**src/rtl/rsig_pkg.sv**
```systemverilog
package rsig_pkg;
  localparam int unsigned DEF_K = 7;
  localparam int unsigned DEF_R = 7;
  // x^7 + x + 1
  localparam logic [7:0]  DEF_POLY = 8'h83;
endpackage

```
**src/rtl/rsig_lin_map.sv**
```systemverilog
// Parity vector P·x over GF(2); row i of P sits at ROWS[i*K +: K].
module rsig_lin_map #(
  parameter int unsigned K = 7,
  parameter int unsigned R = 7,
  parameter logic [R*K-1:0] ROWS = '0
) (
  input  logic [K-1:0] word_i,
  output logic [R-1:0] par_o
);
  for (genvar i = 0; i < R; i++) begin : g_row
    assign par_o[i] = ^(word_i & ROWS[i*K +: K]);
  end
endmodule

```
**src/rtl/rsig_gf_inv.sv**
```systemverilog
// Combinational GF(2^R) inverse by square-and-multiply: a^(2^R - 2).
module rsig_gf_inv #(
  parameter int unsigned R = 7,
  parameter logic [R:0] POLY = 8'h83
) (
  input  logic [R-1:0] a_i,
  output logic [R-1:0] inv_o
);
  localparam logic [R-1:0] RED = POLY[R-1:0];

  function automatic logic [R-1:0] gf_mul(input logic [R-1:0] a, input logic [R-1:0] b);
    logic [R-1:0] acc;
    logic [R-1:0] sh;
    acc = '0;
    sh  = a;
    for (int i = 0; i < R; i++) begin
      if (b[i]) acc = acc ^ sh;
      sh = {sh[R-2:0], 1'b0} ^ (sh[R-1] ? RED : '0);
    end
    return acc;
  endfunction

  // exponent 2^R-2 = 2 + 4 + ... + 2^(R-1); zero maps to zero
  function automatic logic [R-1:0] gf_inv(input logic [R-1:0] a);
    logic [R-1:0] base;
    logic [R-1:0] res;
    base = a;
    res  = {{(R-1){1'b0}}, 1'b1};
    for (int i = 1; i < R; i++) begin
      base = gf_mul(base, base);
      res  = gf_mul(res, base);
    end
    return res;
  endfunction

  assign inv_o = gf_inv(a_i);
endmodule

```
**src/rtl/rsig_verdict.sv**
```systemverilog
// Registered verdict, output blanking and sticky alarm.
module rsig_verdict #(
  parameter int unsigned K = 7
) (
  input  logic         clk,
  input  logic         rst_n,
  input  logic         valid_i,
  input  logic [K-1:0] data_i,
  input  logic         mismatch_i,
  output logic         out_valid_o,
  output logic [K-1:0] out_data_o,
  output logic         err_o,
  output logic         alarm_o
);
  logic hit;
  logic release_ok;

  assign hit        = valid_i & mismatch_i;
  assign release_ok = valid_i & ~mismatch_i & ~alarm_o;

  always_ff @(posedge clk or negedge rst_n) begin
    if (!rst_n) begin
      out_valid_o <= 1'b0;
      out_data_o  <= '0;
      err_o       <= 1'b0;
      alarm_o     <= 1'b0;
    end else begin
      out_valid_o <= valid_i;
      err_o       <= hit;
      alarm_o     <= alarm_o | hit;
      out_data_o  <= release_ok ? data_i : '0;
    end
  end
endmodule

```
**src/rtl/rsig_guard.sv**
```systemverilog
module rsig_guard #(
  parameter int unsigned K = rsig_pkg::DEF_K,
  parameter int unsigned R = rsig_pkg::DEF_R,
  parameter logic [R:0]  POLY = rsig_pkg::DEF_POLY,
  // all-zero selects the identity matrix
  parameter logic [R*K-1:0] P_ROWS = '0
) (
  input  logic         clk,
  input  logic         rst_n,
  input  logic [K-1:0] pred_data_i,
  output logic [R-1:0] pred_sig_o,
  input  logic         chk_valid_i,
  input  logic [K-1:0] chk_data_i,
  input  logic [R-1:0] chk_sig_i,
  output logic         out_valid_o,
  output logic [K-1:0] out_data_o,
  output logic         err_o,
  output logic         alarm_o
);
  function automatic logic [R*K-1:0] ident_rows();
    logic [R*K-1:0] m;
    m = '0;
    for (int i = 0; i < R; i++) begin
      if (i < K) m[i*K + i] = 1'b1;
    end
    return m;
  endfunction

  localparam logic [R*K-1:0] P_EFF = (P_ROWS == '0) ? ident_rows() : P_ROWS;

  // named internal events
  logic [R-1:0] pred_par;
  logic [R-1:0] chk_par;
  logic [R-1:0] chk_recalc;
  logic         chk_mismatch;

  rsig_lin_map #(.K(K), .R(R), .ROWS(P_EFF)) u_pred_map (
    .word_i (pred_data_i),
    .par_o  (pred_par)
  );

  rsig_gf_inv #(.R(R), .POLY(POLY)) u_pred_inv (
    .a_i   (pred_par),
    .inv_o (pred_sig_o)
  );

  rsig_lin_map #(.K(K), .R(R), .ROWS(P_EFF)) u_chk_map (
    .word_i (chk_data_i),
    .par_o  (chk_par)
  );

  rsig_gf_inv #(.R(R), .POLY(POLY)) u_chk_inv (
    .a_i   (chk_par),
    .inv_o (chk_recalc)
  );

  assign chk_mismatch = (chk_recalc != chk_sig_i);

  rsig_verdict #(.K(K)) u_verdict (
    .clk         (clk),
    .rst_n       (rst_n),
    .valid_i     (chk_valid_i),
    .data_i      (chk_data_i),
    .mismatch_i  (chk_mismatch),
    .out_valid_o (out_valid_o),
    .out_data_o  (out_data_o),
    .err_o       (err_o),
    .alarm_o     (alarm_o)
  );
endmodule

```
**config.mk**
```make
export PLATFORM = sky130hd
export DESIGN_NAME = rsig_guard
export DESIGN_NICKNAME = d
export VERILOG_FILES = /design/src/rtl/rsig_pkg.sv /design/src/rtl/rsig_lin_map.sv /design/src/rtl/rsig_gf_inv.sv /design/src/rtl/rsig_verdict.sv /design/src/rtl/rsig_guard.sv
export SDC_FILE = /design/constraint.sdc
export NUM_CORES = 1
export LEC_CHECK = 0
export BUFFER_PORTS_ARGS = -buffer_cell sky130_fd_sc_hd__clkbuf_2
export CAP_MARGIN = 20
export CELL_PAD_IN_SITES_DETAIL_PLACEMENT = 1
export CELL_PAD_IN_SITES_GLOBAL_PLACEMENT = 2
export CORE_MARGIN = 2
export CORE_UTILIZATION = 31
export DETAILED_ROUTE_END_ITERATION = 6
export GPL_ROUTABILITY_DRIVEN = 0
export PLACE_DENSITY = 0.8
export REMOVE_ABC_BUFFERS = 1
export SYNTH_ARGS = -nofsm -noshare
export SYNTH_HDL_FRONTEND = slang
export SYNTH_SLANG_ARGS = --single-unit
```
**constraint.sdc**
```tcl
create_clock -name clk -period 15.6 [get_ports clk]
set_input_delay 3.12 -clock clk [delete_from_list [all_inputs] [get_ports clk]]
set_output_delay 3.12 -clock clk [all_outputs]
set_load 0.1 [all_outputs]
```
== Word-level counts from Yosys, hierarchy flattened ==
Index checks and enable logic that the tools add are counted.
Word-level totals
  register bits after elaboration: 10
  output and inout bits: 17
  logic and storage cells: 602
Operators by class
  multiplexer cells: 301
  equality and inequality tests: 1
  bitwise operators: 282
  reduce and logical (&&, ||, !) cells: 14
Operators by type and width (number)
  $xor 7x7->7: 264
  $mux 7: 157
  $mux 2: 134
  $reduce_xor 7->1: 14
  $mux 6: 2
  $not 1->1 const A: 12
  $mux 5: 2
  $mux 4: 2
  $ne 7x7->1: 1
  $mux 3: 2
  $and 1x1->1: 3
  $mux 1: 2
  $not 1->1: 2
  $or 1x1->1: 1

== Logic depth before layout (Yosys ltp) ==
  depth after elaboration: 103
  mapped depth: 43

== Hierarchy ==
A second synthesis with hierarchy kept.
Second synthesis, totals
  cells, all modules: 1970
  area total of the unflattened synthesis: 14641.5 µm²
Modules (own cells, without submodules)
  rsig_gf_inv: area an instance 7054.3 µm², sequential area each 0.0 µm², times used 2, cells each 964
  rsig_verdict: area an instance 354.1 µm², sequential area each 250.2 µm², times used 1, cells each 19
  rsig_lin_map: area an instance 52.6 µm², sequential area each 0.0 µm², times used 2, cells each 7
  rsig_guard: area an instance 73.8 µm², sequential area each 0.0 µm², times used 1, cells each 9

== Worst setup path after synthesis ==
Ideal clock, no wire load.
  path kind: input to output
  start: in pred_data_i[0]
  end: out pred_sig_o[1]
  path buffers: 6
  stages on the path: 39
  required time: 12.480 ns
  slack: -1.132 ns
  data arrival time: 13.612 ns
  cells stage by stage: ha_1 -> buf_4 -> xnor2_1 -> a21o_1 -> clkinv_1 -> ha_1 -> clkbuf_1 -> inv_1 -> xnor3_1 -> a21oi_1 -> or2_1 -> buf_2 -> inv_2 -> ha_1 -> clkbuf_1 -> nor2_1 -> a211oi_1 -> a21oi_1 -> [3 not listed] -> xnor2_1 -> nor2_1 -> a21oi_1 -> clkinv_1 -> ha_1 -> xor2_1 -> o21ai_1 -> clkbuf_1 -> inv_1 -> ha_1 -> xnor2_1 -> xnor2_1 -> nand2_1 -> xnor2_1 -> a221o_1 -> a221oi_1 -> xnor2_1 -> xnor2_1
On the way
  cells in the longest elaborated chain, start to end: 95
Ends and longest elaborated chain
  from (decl): line rsig_guard.sv:10  | input logic [K-1:0] pred_data_i,
  $reduce_xor 7->1 *: line rsig_lin_map.sv:11  | assign par_o[i] = ^(word_i & ROWS[i*K +: K]);
  $mux 7: line rsig_gf_inv.sv:17  | if (b[i]) acc = acc ^ sh;
  $xor 7x7->7: line rsig_gf_inv.sv:17
  $mux 7: line rsig_gf_inv.sv:17
  $xor 7x7->7: line rsig_gf_inv.sv:17
  $mux 7: line rsig_gf_inv.sv:17
  $xor 7x7->7: line rsig_gf_inv.sv:17
  $mux 7: line rsig_gf_inv.sv:17
  [79 not listed]
  $xor 7x7->7: line rsig_gf_inv.sv:17
  $mux 7: line rsig_gf_inv.sv:17
  $xor 7x7->7: line rsig_gf_inv.sv:17
  $mux 7: line rsig_gf_inv.sv:17
  $xor 7x7->7: line rsig_gf_inv.sv:17
  $mux 7: line rsig_gf_inv.sv:17
  $xor 7x7->7: line rsig_gf_inv.sv:17
  $mux 7 *: line rsig_gf_inv.sv:17
  to (decl): line rsig_guard.sv:11  | output logic [R-1:0] pred_sig_o,
Mark *: on every way between the ends. The rest lies on a longest branch, timed or not.

== Final worst setup path ==
Ends and elaborated chain as after synthesis.

==> run_results.csv <==
group,metric,value,unit
timing,finalSetupViolations,0,
setup_path,reg2regPathDepth,2,
clock_network,clk_pin_slew,0.04,ns
layout,final_cells,2406,
worst_hold_path,holdCritPathClass,"flop to flop",
route,ant_nets,0,
grt,grt_max_degree,44,
setup_path,start_kind,"input port",
logic_synthesis,synth_area_per_cell,7.24,µm²
setup_path,slowest_delay,0.69,ns
route,drtPass1Iterations,5,
logic_synthesis,seq_area_frac_synth,0.0188,
logic_synthesis,synth_seq_cells,10,
outcome,outcome,"complete, no violations",
die,num_rows,75,
setup_path,timing.rr.start,"u_verdict.alarm_o",
grt,grt_pass1_vias,13400,
logic_synthesis,synth_most_common_cell,"xnor2_1",
setup_path,path_max_fanout,14,
logic_synthesis,synth_top_area_cell,"xnor2_1",
clock_network,cts_buffers,3,
logic_synthesis,synth_cell_types,105,
setup_path,timing.critical_path.arrival,11.82,ns
clock_network,cts_sinks,10,
die,dieArea,44600,µm²
setup_path,worst-r2r-setup-slack,14.62,ns
logic_synthesis,synth-main-ff-cell,"dfrtp_1",
grt,grt_pass1_wl,73.5,mm
logic_synthesis,synth_area_leaders,"xnor2_1, nor2_1, xnor3_1",
logic_synthesis,synth_area,13300,µm²
flow_run,maxCapViolations,0,
layout,nets,1904,
layout,multiInputGateArea,12600,µm²
placed_design,place_inst,2391,
clock_network,cts_root_buffer,"clkbuf_16",
clock_network,h-tree-depth,1,
grt,grtUsageTotal,0.198,
setup_path,cp-endpoint,"pred_sig_o[1]",
timing,worstMarginPinSlew,1.12,ns
die,start_util,0.316,
timing,fin_ws,0.662,ns
placed_design,place.detailed.hpwl,34.0,mm
route,wl,44.2,mm
setup_path,cp_data_required_time,12.48,ns
setup_path,crit_top_cell,"xnor2_1",
layout,insertedDiodeCount,0,
logic_synthesis,synth.top_cells.by_count,"xnor2_1, nor2_1, nand2_1",
grt,grt_overflow_total,0,
layout,areaGrowthSynthToFinish,10.9,%
setup_path,r2r-end,"u_verdict.out_data_o[6]",
setup_path,slowest_stage,"xnor3_1",
setup_path,setup.worst_path.start,"pred_data_i[0]",
layout,drive_above_1_share,0.155,
die,die_w,211,µm
logic_synthesis,synth_edf_count,0,
die,core_area,42100,µm²
route,wl_per_cell,18.4,µm
timing,fin_crit,14.94,ns
logic_synthesis,yosys_warnings,0,
clock_network,cts_tree,"yes",
clock_network,clk_latency,0.23,ns
placed_design,dpl_worst_slack,-0.0963,ns
setup_path,end_kind,"output pin",
logic_synthesis,synth_cells,1840,
route,drc,0,
route,routed-via-count,13200,
grt,antenna_found_initial,0,
clock_network,hold_buffers,0,
timing,max_freq,66.9,MHz
layout,fill_cells,5226,
die,boundaryPins,41,
setup_path,critPathKind,"input port to output pin",
timing,slew_headroom,0.246,
clock_network,cts_max_path_buffers,2,
timing,slew_violations,0,
logic_synthesis,async_flop_share,1.00,
timing,hold_viol_final,0,
die,dieHeight,211,µm
route,via_per_inst,5.50,
logic_synthesis,netlist.area_leader.share,0.201,
layout,regArea,250,µm²
route,first_iter_violations,876,
timing,fin_crit_sh,0.958,
timing,rsz0062_at_grt,"false",
timing,skew,0.000780,ns
placed_design,io_buffers,40,
==> flip-flops by register name (all words and copies together), names as in the netlist <==
signal / flops
u_verdict.out_data_o: 7
u_verdict.out_valid_o: 1
u_verdict.alarm_o: 1
u_verdict.err_o: 1
==> critical path: cells and delay by family <==
family                   cells  cell delay (ns)
AO/OA/AOI/OAI                4             1.27
adder cells (fa/ha/maj)      2             0.76
AND/OR/NAND/NOR              8             1.52
buffers and inverters        6             0.94
XOR/XNOR                    15             4.19
==> placed cells by master, fill, tap and decap left out, types with 8 or more instances in the layout <==
master      n
a211o_1    12
a211oi_1   23
a211oi_2   10
a21o_1     20
a21oi_1   101
a22oi_1    19
and2_1     12
and3_1     15
buf_4      94
clkbuf_2   33
dfrtp_1    10
ha_1       11
inv_1      29
mux2_2     11
mux2i_1    41
nand2_1   190
nand2b_1   16
nand3_1    54
nor2_1    255
nor2b_1    19
nor3_1     58
nor3_2     11
nor3b_1    10
o211ai_1   18
o21ai_0    68
o21ai_1    16
o221ai_1    9
o22ai_1    25
or3_1       8
xnor2_1   286
xnor2_2    39
xnor2_4    10
xnor3_1    40
xnor3_2     9
xor2_1    104
xor2_2      8
==> how the worst min path moves through the flow <==
stage | start | cells past startpoint | slack, ns | end
2_1_floorplan | u_verdict.alarm_o | 1 | 1.06 | u_verdict.alarm_o
5_1_grt | u_verdict.alarm_o | 1 | 0.51 | u_verdict.alarm_o
3_5_place_dp | u_verdict.alarm_o | 1 | 0.48 | u_verdict.alarm_o
6_report | u_verdict.alarm_o | 1 | 0.49 | u_verdict.alarm_o
3_3_place_gp | u_verdict.alarm_o | 1 | 0.46 | u_verdict.alarm_o
4_1_cts | u_verdict.alarm_o | 1 | 0.49 | u_verdict.alarm_o
==> routing by layer <==
layer / track usage / share of wire
met4: 0.0114 / 0.0044
met5: 0 / 0
met2: 0.345 / 0.48
met1: 0.284 / 0.49
met3: 0.00327 / 0.029
==> repair_timing <==
action / 4_1_cts / 5_1_grt
endpoints found under the setup margin: 4 / 7
gates resized for setup: 2 / 30
setup buffers: 0 / 10
pin swaps: 0 / 4
==> layout make-up <==
class,instances,share of cell area
inverter,42,0.0112
clock buffer,4,0.00602
timing repair buffer,134,0.0685
sequential,10,0.0169
tap,539,0.0457
multi-input combinational,1677,0.852
==> stage by stage <==
stage | hold WS (ns) | TNS, ns | area (µm²) | util
floorplan | 1.06 | -14.93 | 12800 | -
global placement | 0.459 | 0 | 14400 | 0.341
detailed placement | 0.481 | -0.210 | 14400 | 0.341
CTS | 0.489 | 0 | 14500 | 0.344
global route | 0.506 | 0 | 14800 | 0.350
finish | 0.485 | 0 | 14800 | 0.350
==> cells by family (layout without fill, tap and decap cells) <==
family	after synthesis	count (layout)	synth area share
DFF	10	10	0.0188
muxes	56	56	0.0445
and+or+nand+nor	693	693	0.242
adders and majority gates	12	12	0.0113
AOI/OAI and AO/OA	412	412	0.212
buffers and inverters	153	180	0.0533
xor gates and xnor gates	504	504	0.418
Power is not shown: default switching activity piles up to over one toggle a cycle in this logic, so the estimate is an artifact.
